[config.mk]
export PLATFORM = sky130hd
export DESIGN_NAME = irq_router
export DESIGN_NICKNAME = d
export VERILOG_FILES = /design/src/rtl/irq_router_pkg.sv /design/src/rtl/irq_pin_cell.sv /design/src/rtl/irq_router_arb.sv /design/src/rtl/irq_router_regs.sv /design/src/rtl/irq_router.sv
export SDC_FILE = /design/constraint.sdc
export NUM_CORES = 2
export LEC_CHECK = 0
export BUFFER_PORTS_ARGS = -buffer_cell sky130_fd_sc_hd__buf_2
export CORE_ASPECT_RATIO = 1.1
export CORE_MARGIN = 2
export CORE_UTILIZATION = 55
export DETAILED_ROUTE_END_ITERATION = 7
export MAX_ROUTING_LAYER = met4
export PLACE_DENSITY = 0.78
export SETUP_SLACK_MARGIN = 0.4
export SLEW_MARGIN = 15
export SYNTH_ARGS = -nofsm -noshare
export SYNTH_HDL_FRONTEND = slang
export SYNTH_SLANG_ARGS = --single-unit
[constraint.sdc]
create_clock -name clk -period 7.45 [get_ports clk]
set_clock_uncertainty 0.2 [all_clocks]
set_input_delay 0.745 -clock clk [delete_from_list [all_inputs] [get_ports clk]]
set_output_delay 0.745 -clock clk [all_outputs]
set_load 0.03 [all_outputs]
[src/rtl/irq_router_pkg.sv]
// Package: shared entry type and register-layout constants for the
// interrupt redirection controller.
package irq_router_pkg;

    localparam int VEC_W  = 8;
    localparam int DEST_W = 8;
    localparam int DATA_W = 32;

    // bit positions inside the low and high halves of an entry
    localparam int LO_POL_BIT  = 13;
    localparam int LO_BUSY_BIT = 14;
    localparam int LO_TRIG_BIT = 15;
    localparam int LO_MASK_BIT = 16;
    localparam int HI_DEST_LSB = 24;

    // first index of the entry table
    localparam int ENTRY_BASE = 16;

    typedef struct packed {
        logic [DEST_W-1:0] dest;
        logic              mask;
        logic              trig;   // 1 = level
        logic              pol;    // 1 = active low
        logic [VEC_W-1:0]  vec;
    } route_entry_t;

endpackage

[src/rtl/irq_pin_cell.sv]
// Module: irq_pin_cell
// Conditions one interrupt line: it applies polarity, detects edges,
// keeps the request bit and, in level mode, the in-service flag.
// Assumes the raw line is already synchronous to clk.
module irq_pin_cell (
    input  logic clk,
    input  logic rst_n,
    input  logic raw_in,
    input  logic pol,
    input  logic trig,
    input  logic mask,
    input  logic accept,
    input  logic eoi_hit,
    output logic req,
    output logic busy,
    output logic pending
);

    logic act;
    logic act_q;
    logic trig_q;

    // Polarity folded in before any trigger logic
    assign act = raw_in ^ pol;

    // Track the previous active level and trigger mode
    always_ff @(posedge clk) begin
        if (!rst_n) begin
            act_q  <= 1'b0;
            trig_q <= 1'b0;
        end else begin
            act_q  <= act;
            trig_q <= trig;
        end
    end

    // Request bit: set by edge or follows level; dropped on mode change
    always_ff @(posedge clk) begin
        if (!rst_n) begin
            req <= 1'b0;
        end else if (trig != trig_q) begin
            req <= 1'b0;
        end else if (trig) begin
            req <= act;
        end else if (act && !act_q && !mask) begin
            req <= 1'b1;
        end else if (accept) begin
            req <= 1'b0;
        end
    end

    // In-service flag: level mode only, set on delivery, cleared by EOI
    always_ff @(posedge clk) begin
        if (!rst_n) begin
            busy <= 1'b0;
        end else if (!trig) begin
            busy <= 1'b0;
        end else if (accept) begin
            busy <= 1'b1;
        end else if (eoi_hit) begin
            busy <= 1'b0;
        end
    end

    assign pending = req && !mask && !busy;

endmodule

[src/rtl/irq_router_arb.sv]
// Module: irq_router_arb
// Picks the lowest-numbered pending line, holds its message until the
// consumer accepts, and returns a one-hot accept pulse to the lines.
// Assumes pending bits already reflect mask and in-service state.
module irq_router_arb #(
    parameter int NUM_PINS = 24,
    parameter int VEC_W    = 8
) (
    input  logic                              clk,
    input  logic                              rst_n,
    input  logic [NUM_PINS-1:0]               pending,
    input  logic [NUM_PINS-1:0][VEC_W-1:0]    vec_tab,
    input  logic                              msg_ready,
    output logic                              msg_valid,
    output logic [VEC_W-1:0]                  msg_vector,
    output logic [NUM_PINS-1:0]               accept
);

    localparam int PIN_W = (NUM_PINS > 1) ? $clog2(NUM_PINS) : 1;

    logic             found;
    logic [PIN_W-1:0] pick;
    logic [PIN_W-1:0] held_pin;
    logic             take;

    // Fixed priority: lowest index wins
    always_comb begin
        found = 1'b0;
        pick  = '0;
        for (int i = NUM_PINS - 1; i >= 0; i--) begin
            if (pending[i]) begin
                found = 1'b1;
                pick  = PIN_W'(i);
            end
        end
    end

    assign take = msg_valid && msg_ready;

    // Message holding register
    always_ff @(posedge clk) begin
        if (!rst_n) begin
            msg_valid  <= 1'b0;
            msg_vector <= '0;
            held_pin   <= '0;
        end else if (take) begin
            msg_valid <= 1'b0;
        end else if (!msg_valid && found) begin
            msg_valid  <= 1'b1;
            msg_vector <= vec_tab[pick];
            held_pin   <= pick;
        end
    end

    // One-hot accept returned to the granted line
    for (genvar g = 0; g < NUM_PINS; g++) begin : g_acc
        assign accept[g] = take && (held_pin == PIN_W'(g));
    end

endmodule

[src/rtl/irq_router_regs.sv]
// Module: irq_router_regs
// Holds the index register and the redirection entries, decodes the
// data window and rejects window accesses narrower than 32 bits.
// Assumes one access per cycle; read data is combinational.
module irq_router_regs
    import irq_router_pkg::*;
#(
    parameter int NUM_PINS = 24,
    parameter int IDX_W    = 8
) (
    input  logic                         clk,
    input  logic                         rst_n,
    input  logic                         sw_sel,
    input  logic                         sw_wr,
    input  logic                         sw_rd,
    input  logic                         sw_full,
    input  logic [DATA_W-1:0]            sw_wdata,
    output logic [DATA_W-1:0]            sw_rdata,
    input  logic [NUM_PINS-1:0]          busy,
    output route_entry_t [NUM_PINS-1:0]  ent
);

    localparam int PIN_W = (NUM_PINS > 1) ? $clog2(NUM_PINS) : 1;
    localparam int SPAN  = 2 * NUM_PINS;

    logic [IDX_W-1:0] idx_q;
    logic [IDX_W-1:0] off;
    logic             in_range;
    logic             hi_half;
    logic [PIN_W-1:0] sel;
    logic             win_wr;
    logic [DATA_W-1:0] lo_word;
    logic [DATA_W-1:0] hi_word;

    assign off      = idx_q - IDX_W'(ENTRY_BASE);
    assign in_range = (int'(idx_q) >= ENTRY_BASE) && (int'(idx_q) < ENTRY_BASE + SPAN);
    assign hi_half  = off[0];
    assign sel      = off[PIN_W:1];
    assign win_wr   = sw_wr && sw_sel && sw_full && in_range;

    // Index register accepts any access width
    always_ff @(posedge clk) begin
        if (!rst_n) begin
            idx_q <= '0;
        end else if (sw_wr && !sw_sel) begin
            idx_q <= sw_wdata[IDX_W-1:0];
        end
    end

    // One entry register per line, reset masked
    for (genvar g = 0; g < NUM_PINS; g++) begin : g_ent
        always_ff @(posedge clk) begin
            if (!rst_n) begin
                ent[g] <= '{dest: '0, mask: 1'b1, trig: 1'b0, pol: 1'b0, vec: '0};
            end else if (win_wr && sel == PIN_W'(g)) begin
                if (hi_half) begin
                    ent[g].dest <= sw_wdata[HI_DEST_LSB +: DEST_W];
                end else begin
                    ent[g].vec  <= sw_wdata[VEC_W-1:0];
                    ent[g].pol  <= sw_wdata[LO_POL_BIT];
                    ent[g].trig <= sw_wdata[LO_TRIG_BIT];
                    ent[g].mask <= sw_wdata[LO_MASK_BIT];
                end
            end
        end
    end

    // Assemble the two halves of the selected entry
    always_comb begin
        lo_word = '0;
        hi_word = '0;
        if (in_range) begin
            lo_word[VEC_W-1:0]   = ent[sel].vec;
            lo_word[LO_POL_BIT]  = ent[sel].pol;
            lo_word[LO_BUSY_BIT] = busy[sel];
            lo_word[LO_TRIG_BIT] = ent[sel].trig;
            lo_word[LO_MASK_BIT] = ent[sel].mask;
            hi_word[HI_DEST_LSB +: DEST_W] = ent[sel].dest;
        end
    end

    // Read mux; narrow window reads return zero
    always_comb begin
        sw_rdata = '0;
        if (sw_rd) begin
            if (!sw_sel) begin
                sw_rdata = DATA_W'(idx_q);
            end else if (sw_full) begin
                sw_rdata = hi_half ? hi_word : lo_word;
            end
        end
    end

endmodule

[src/rtl/irq_router.sv]
// Module: irq_router
// Top of the interrupt redirection controller: per-line conditioning,
// the entry registers and the message arbiter.
// Assumes inputs are synchronous to clk and one consumer takes messages.
module irq_router
    import irq_router_pkg::*;
#(
    parameter int NUM_PINS = 24
) (
    input  logic                clk,
    input  logic                rst_n,
    input  logic [NUM_PINS-1:0] irq_in,
    input  logic                sw_sel,
    input  logic                sw_wr,
    input  logic                sw_rd,
    input  logic                sw_full,
    input  logic [31:0]         sw_wdata,
    output logic [31:0]         sw_rdata,
    output logic                msg_valid,
    output logic [7:0]          msg_vector,
    input  logic                msg_ready,
    input  logic                eoi_valid,
    input  logic [7:0]          eoi_vector
);

    route_entry_t [NUM_PINS-1:0]          ent;
    logic [NUM_PINS-1:0][VEC_W-1:0]       vec_tab;
    logic [NUM_PINS-1:0]                  req_v;
    logic [NUM_PINS-1:0]                  busy_v;
    logic [NUM_PINS-1:0]                  pend_v;
    logic [NUM_PINS-1:0]                  accept_v;
    logic [NUM_PINS-1:0]                  trig_v;
    logic [NUM_PINS-1:0]                  mask_v;

    irq_router_regs #(.NUM_PINS(NUM_PINS), .IDX_W(8)) u_regs (
        .clk      (clk),
        .rst_n    (rst_n),
        .sw_sel   (sw_sel),
        .sw_wr    (sw_wr),
        .sw_rd    (sw_rd),
        .sw_full  (sw_full),
        .sw_wdata (sw_wdata),
        .sw_rdata (sw_rdata),
        .busy     (busy_v),
        .ent      (ent)
    );

    for (genvar g = 0; g < NUM_PINS; g++) begin : g_pin
        assign vec_tab[g] = ent[g].vec;
        assign trig_v[g]  = ent[g].trig;
        assign mask_v[g]  = ent[g].mask;

        irq_pin_cell u_cell (
            .clk     (clk),
            .rst_n   (rst_n),
            .raw_in  (irq_in[g]),
            .pol     (ent[g].pol),
            .trig    (ent[g].trig),
            .mask    (ent[g].mask),
            .accept  (accept_v[g]),
            .eoi_hit (eoi_valid && (ent[g].vec == eoi_vector)),
            .req     (req_v[g]),
            .busy    (busy_v[g]),
            .pending (pend_v[g])
        );
    end

    irq_router_arb #(.NUM_PINS(NUM_PINS), .VEC_W(VEC_W)) u_arb (
        .clk        (clk),
        .rst_n      (rst_n),
        .pending    (pend_v),
        .vec_tab    (vec_tab),
        .msg_ready  (msg_ready),
        .msg_valid  (msg_valid),
        .msg_vector (msg_vector),
        .accept     (accept_v)
    );

endmodule

# Word level (Yosys, flattened, before mapping)
# Index checks and enable logic that the tools add are counted.
# word_totals
reg_bits,574
latchBits,0
ramBits,0
romBits,0
in_bits,72
out_inout_bits,41
memories,0
# op_classes
add_sub_neg,1
mul,0
n_div,0
n_lt_le_gt_ge,4
eq_ne,94
shift,0
mux,181
bitwise,27
reduce_logical,397
# op_table
op,n
equality test 8 bit,24
logical AND 1 bit,175
AND reduction 2 bit,73
2-to-1 mux 1 bit,145
2-to-1 mux 32 bit,4
2-to-1 mux 5 bit,24
binary-select mux 19 bit (select 5 bit),1
equality test 5 x 4 -> 1 bit (second input constant),16
equality test 5 bit (second input constant),16
logical NOT 1 bit,74
nonzero test 3 bit,24
OR reduction 2 bit,25
nonzero test 2 bit,24
binary-select mux 8 bit (select 5 bit),1
equality test 5 x 3 -> 1 bit (second input constant),8
2-to-1 mux 8 bit,3
inequality test 1 bit,24
XOR 1 bit,24
equality test 5 x 2 -> 1 bit (second input constant),4
2-to-1 mux 19 bit,1
< comparator 5 x 6 -> 1 bit (second input constant),2
equality test 5 x 1 -> 1 bit (second input constant),2
logical NOT 5 bit,2
>= comparator 8 x 5 -> 1 bit (second input constant),1
5 further kinds,7

# Longest topological paths before layout
# logic_depth
word_depth,29
ltp_mapped,14

# By module
# Synthesis repeated with hierarchy kept, for this count alone.
# hier_totals
hier_cells,3298
area_unflattened_um2,31012.2
# by_module_without_submodules
mod,instances,cells_per_inst,area_per_inst_um2
irq_router_regs,1,2225,21784.6
irq_pin_cell,24,15,161.4
irq_router_arb,1,399,2720.1
irq_router,1,314,2633.8

# Worst setup path before layout
# OpenSTA, ideal clock, no wires.
# synth_timing
path_kind,register to output
from,register u_regs.idx_q[4]
to,output port sw_rdata[14]
arrival_time_ns,2.802
setup_slack_ns,3.703
stages_incl_launch_ff,11
path_buffers,5
path_cell_list,dfxtp_1 > clkbuf_1 > inv_2 > buf_2 > buf_2 > ha_1 > nor2_1 > clkbuf_1 > clkbuf_1 > a22oi_1 > nor2_1
# synth_via
elab_chain_cells,8
word_cells_on_any_way,11
cone_classes,add/sub: 1; order compare: 2; mux: 7; reduce/logical: 1
# synth_rtl
element,line_no,text
start: declaration,irq_router_regs.sv:26,logic [IDX_W-1:0] idx_q;
start signal: assignment,irq_router_regs.sv:46,idx_q <= sw_wdata[IDX_W-1:0];
subtractor 6 x 5 -> 6 bit,irq_router_regs.sv:35,assign off = idx_q - IDX_W'(ENTRY_BASE);
binary-select mux 1 bit (select 5 bit),irq_router_regs.sv:75,lo_word[LO_BUSY_BIT] = busy[sel];
2-to-1 mux 1 bit (implied by the code),irq_router_regs.sv:75,
2-to-1 mux 4 bit *,irq_router_regs.sv:72,if (in_range) begin
2-to-1 mux 32 bit *,irq_router_regs.sv:89,sw_rdata = hi_half ? hi_word : lo_word;
2-to-1 mux 32 bit *,irq_router_regs.sv:88,end else if (sw_full) begin
2-to-1 mux 32 bit *,irq_router_regs.sv:86,if (!sw_sel) begin
2-to-1 mux 32 bit *,irq_router_regs.sv:85,if (sw_rd) begin
end: declaration,irq_router.sv:18,"output logic [31:0] sw_rdata,"
# Every way passes the cells marked *; elsewhere a longest branch is shown, timed or not. The select of a mux whose other input is x is not followed.

# Worst setup path after layout
# layout_timing
from,register u_regs.idx_q[4]
to,output port sw_rdata[6]
# layout_via
elab_chain_cells,8
word_cells_on_any_way,11
cone_classes,add/sub: 1; order compare: 2; mux: 7; reduce/logical: 1
# layout_rtl
element,line_no,text
subtractor 6 x 5 -> 6 bit,irq_router_regs.sv:35,
binary-select mux 19 bit (select 5 bit),irq_router_regs.sv:73,lo_word[VEC_W-1:0] = ent[sel].vec;
2-to-1 mux 19 bit (implied by the code),irq_router_regs.sv:73,
2-to-1 mux 8 bit *,irq_router_regs.sv:72,
2-to-1 mux 32 bit *,irq_router_regs.sv:89,
2-to-1 mux 32 bit *,irq_router_regs.sv:88,
2-to-1 mux 32 bit *,irq_router_regs.sv:86,
2-to-1 mux 32 bit *,irq_router_regs.sv:85,
# Marks and branches as above.

==> impl_metrics.csv <==
group,metric,value,unit
timing,fin_crit_sh,76.7,%
power_and_ir_drop,max-vdd-ir-drop,0.205,mV
setup_path,crit_slowest_cell,"ha_1",
timing,layout_min_cycle_time,5.71,ns
floorplan,rows,90,
clock_tree,cts_made_buffers,59,
timing,fin_ws,1.74,ns
final_layout,syn2layout_area_growth,7.20,%
timing,worst_slew_pin_slew,1.29,ns
floorplan,dieHeight,252,microns
clock_tree,hold_buffers,0,
global_routing,grt_overflow,0,
logic_synthesis,ys_seq_elements,574,
drt,viasPerCell,6.44,
final_layout,nFillCells,4677,
logic_synthesis,synth_flop_cell,"dfxtp_1",
drt,wirelength,100000,microns
logic_synthesis,synth_area,0.0308,sq mm
drt,drt-wirelength-per-cell,24.7,microns
logic_synthesis,yosysWarnings,0,
timing,relSlewSlack,14.1,%
power_and_ir_drop,power_density,196,mW/mm^2
clock_tree,cts_resized,0,
place,pre_cts_ws,2.64,ns
floorplan,core_area,0.0551,sq mm
timing,fmax,175,MHz
logic_synthesis,syn_inst,3384,
timing,hold_viol_final,0,
global_routing,grt_pass1_vias,24718,
floorplan,die_w,229,microns
worst_hold_path,hold_class,"primary input to register",
outcome,status,"finished clean",
clock_tree,post-cts-setup-buffer-count,0,
drt,drt_pass1_iterations,6,
setup_path,timing.rr.start,"u_regs.idx_q[4]",
drt,drc,0,
clock_tree,cts_root_buf,"clkbuf_16",
global_routing,track_usage,34.9,%
place,gp_congestion,1.07,
global_routing,grt_first_pass_wirelength,151000,microns
floorplan,die_area,0.0578,sq mm
setup_path,critical_path.max_stage_delay,0.85,ns
timing,setup_tns,0,ns
setup_path,end_kind,"primary output",
logic_synthesis,syn_area_per_cell,9.09,sq um
logic_synthesis,synth_edf_count,0,
setup_path,path_cells,"inv_2 > ha_1 > nor2_1 > buf_4 > a22oi_1 > o22ai_1 > and2_1 > buf_2",
place,dp_hpwl,64000,microns
global_routing,antenna_found_initial,1,
clock_tree,clkSinkCount,574,
setup_path,critPathLaunchType,"register",
setup_path,critPathMaxFanout,27,
logic_synthesis,ys_types,79,
worst_hold_path,hold_start,"msg_ready",
setup_path,worstSetupStartpoint,"u_regs.idx_q[4]",
timing,report.final.slew_viol_count,0,
timing,rsz0062_at_grt,"false",
setup_path,critPathRequiredTime,6.50,ns
setup_path,arrival,4.77,ns
clock_tree,cts.reportedPaths.clkPinSlew,0.06,ns
drt,drtAntennaViolNets,0,
timing,setup_viol,0,
logic_synthesis,async_reset_ff_share,0,%
clock_tree,cts_tree,"yes",
run,cap_violations,0,
logic_synthesis,ys_seq_area_share,37.4,%
clock_tree,htreeDepth,2,
floorplan,initial_utilization,55.9,%
floorplan,io_pins,113,
setup_path,critical_path_class,"register to primary output",
final_layout,drive_above_1_share,13.1,%
drt,num_vias,26144,
power_and_ir_drop,finalPower,6.46,mW
clock_tree,clockBufferDepth,3,
place,io_buffers,87,
global_routing,grt_max_degree,137,
drt,drt_iter0_drc,3348,
clock_tree,clkLatencyLatePin,0.65,ns
timing,hold_slack,0.252,ns
final_layout,fin_nets,3346,
power_and_ir_drop,p_leak,11.0,nW
-- cell families after synthesis --
family          count (synthesis)  share of synthesized area, %
simple gates                 1214                          18.6
mux                           292                          15.7
flops                         574                          37.4
fa+ha+maj                       2                        0.0813
buf+inv                       309                          4.52
other cells                     1                        0.0122
xor+xnor                      216                          6.15
compound gates                776                          17.6
-- worst max-delay path, delay by kind of cell (launching register included) --
family / cells / cell delay [ns]
AOI/OAI and AO/OA: 2 / 0.55
adders and majority gates: 1 / 0.85
buffers and inverters: 3 / 1.07
DFF: 1 / 0.83
and+or+nand+nor: 2 / 0.78
-- synth_stat cells (59+ instances only) --
library cell | n | area, sq um
a21boi_0 | 318 | 2390
dfxtp_1 | 574 | 11500
xor2_1 | 192 | 1680
nand3_1 | 65 | 325
clkbuf_1 | 196 | 736
o21ai_0 | 198 | 991
and2_1 | 59 | 369
mux4_2 | 147 | 3310
nor2_1 | 77 | 289
mux2i_1 | 132 | 1320
nand2_1 | 717 | 2690
nor2b_1 | 125 | 782
a21boi_1 | 65 | 488
-- power breakdown --
group	switching (mW)	internal, mW	leakage (nW)	total [mW]
registers	0.0154	3.08	4.63	3.09
logic	0.259	0.116	5.45	0.375
clock network	1.29	1.70	0.949	2.99
total	1.57	4.89	11.0	6.46
-- path summary, 6_finish.rpt --
kind                endpoint  slack [ns]  depth (start not counted)
min reg2reg  u_regs.ent[246]        0.28                          2
max              sw_rdata[6]        1.74                          8
min          u_arb.msg_valid        0.25                          3
max reg2reg   u_regs.ent[38]        2.42                          8
-- layer usage --
| layer | up-vias | global-route usage (%) | wire [microns] |
|---|---|---|---|
| met3 | 495 | 8.88 | 11400 |
| met2 | 1624 | 51.4 | 44100 |
| met4 | 0 | 22.8 | 7610 |
| met5 | - | - | 0 |
| met1 | 12430 | 42.4 | 37300 |
| li1 | 11595 | - | - |
-- per-stage QoR --
stage,util (%),cells,cell area (sq um)
3_5_place_dp,56.4,3947,31000
3_3_place_gp,56.4,3947,31000
2_1_floorplan,-,3395,30800
5_1_grt,59.9,4057,33000
6_report,59.9,4060,33000
4_1_cts,59.9,4056,33000
-- final cells by class --
type / count / area [sq um] / area share [%]
diodes: 4 / 10.0 / 0.0304
clock buffers: 87 / 1720 / 5.22
clock inverters: 22 / 203 / 0.615
inverters: 11 / 41.3 / 0.125
multi-input cells: 2512 / 17900 / 54.4
flip-flops and latches: 574 / 11500 / 34.9
well taps: 736 / 921 / 2.79
repair buffers: 114 / 648 / 1.97
-- cell usage in the layout (no fill, tap or decap), types with 64 or more instances in the layout --
cell type / Yosys / final
nand2_1: 717 / 717
dfxtp_1: 574 / 571
a21boi_0: 318 / 318
o21ai_0: 198 / 198
xor2_1: 192 / 192
mux4_2: 147 / 147
mux2i_1: 132 / 132
nor2b_1: 125 / 123
buf_2: 55 / 86
nor2_1: 77 / 77
a21boi_1: 65 / 65
nand3_1: 65 / 64
-- sequential cells by signal, summed over array words and instances, names as in the netlist --
| register | count |
|---|---|
| g_pin.u_cell.act_q | 24 |
| g_pin.u_cell.busy | 24 |
| g_pin.u_cell.req | 24 |
| g_pin.u_cell.trig_q | 24 |
| u_arb.held_pin | 5 |
| u_arb.msg_valid | 1 |
| u_arb.msg_vector | 8 |
| u_regs.ent | 456 |
| u_regs.idx_q | 8 |
(Power assumes the default switching activity.)
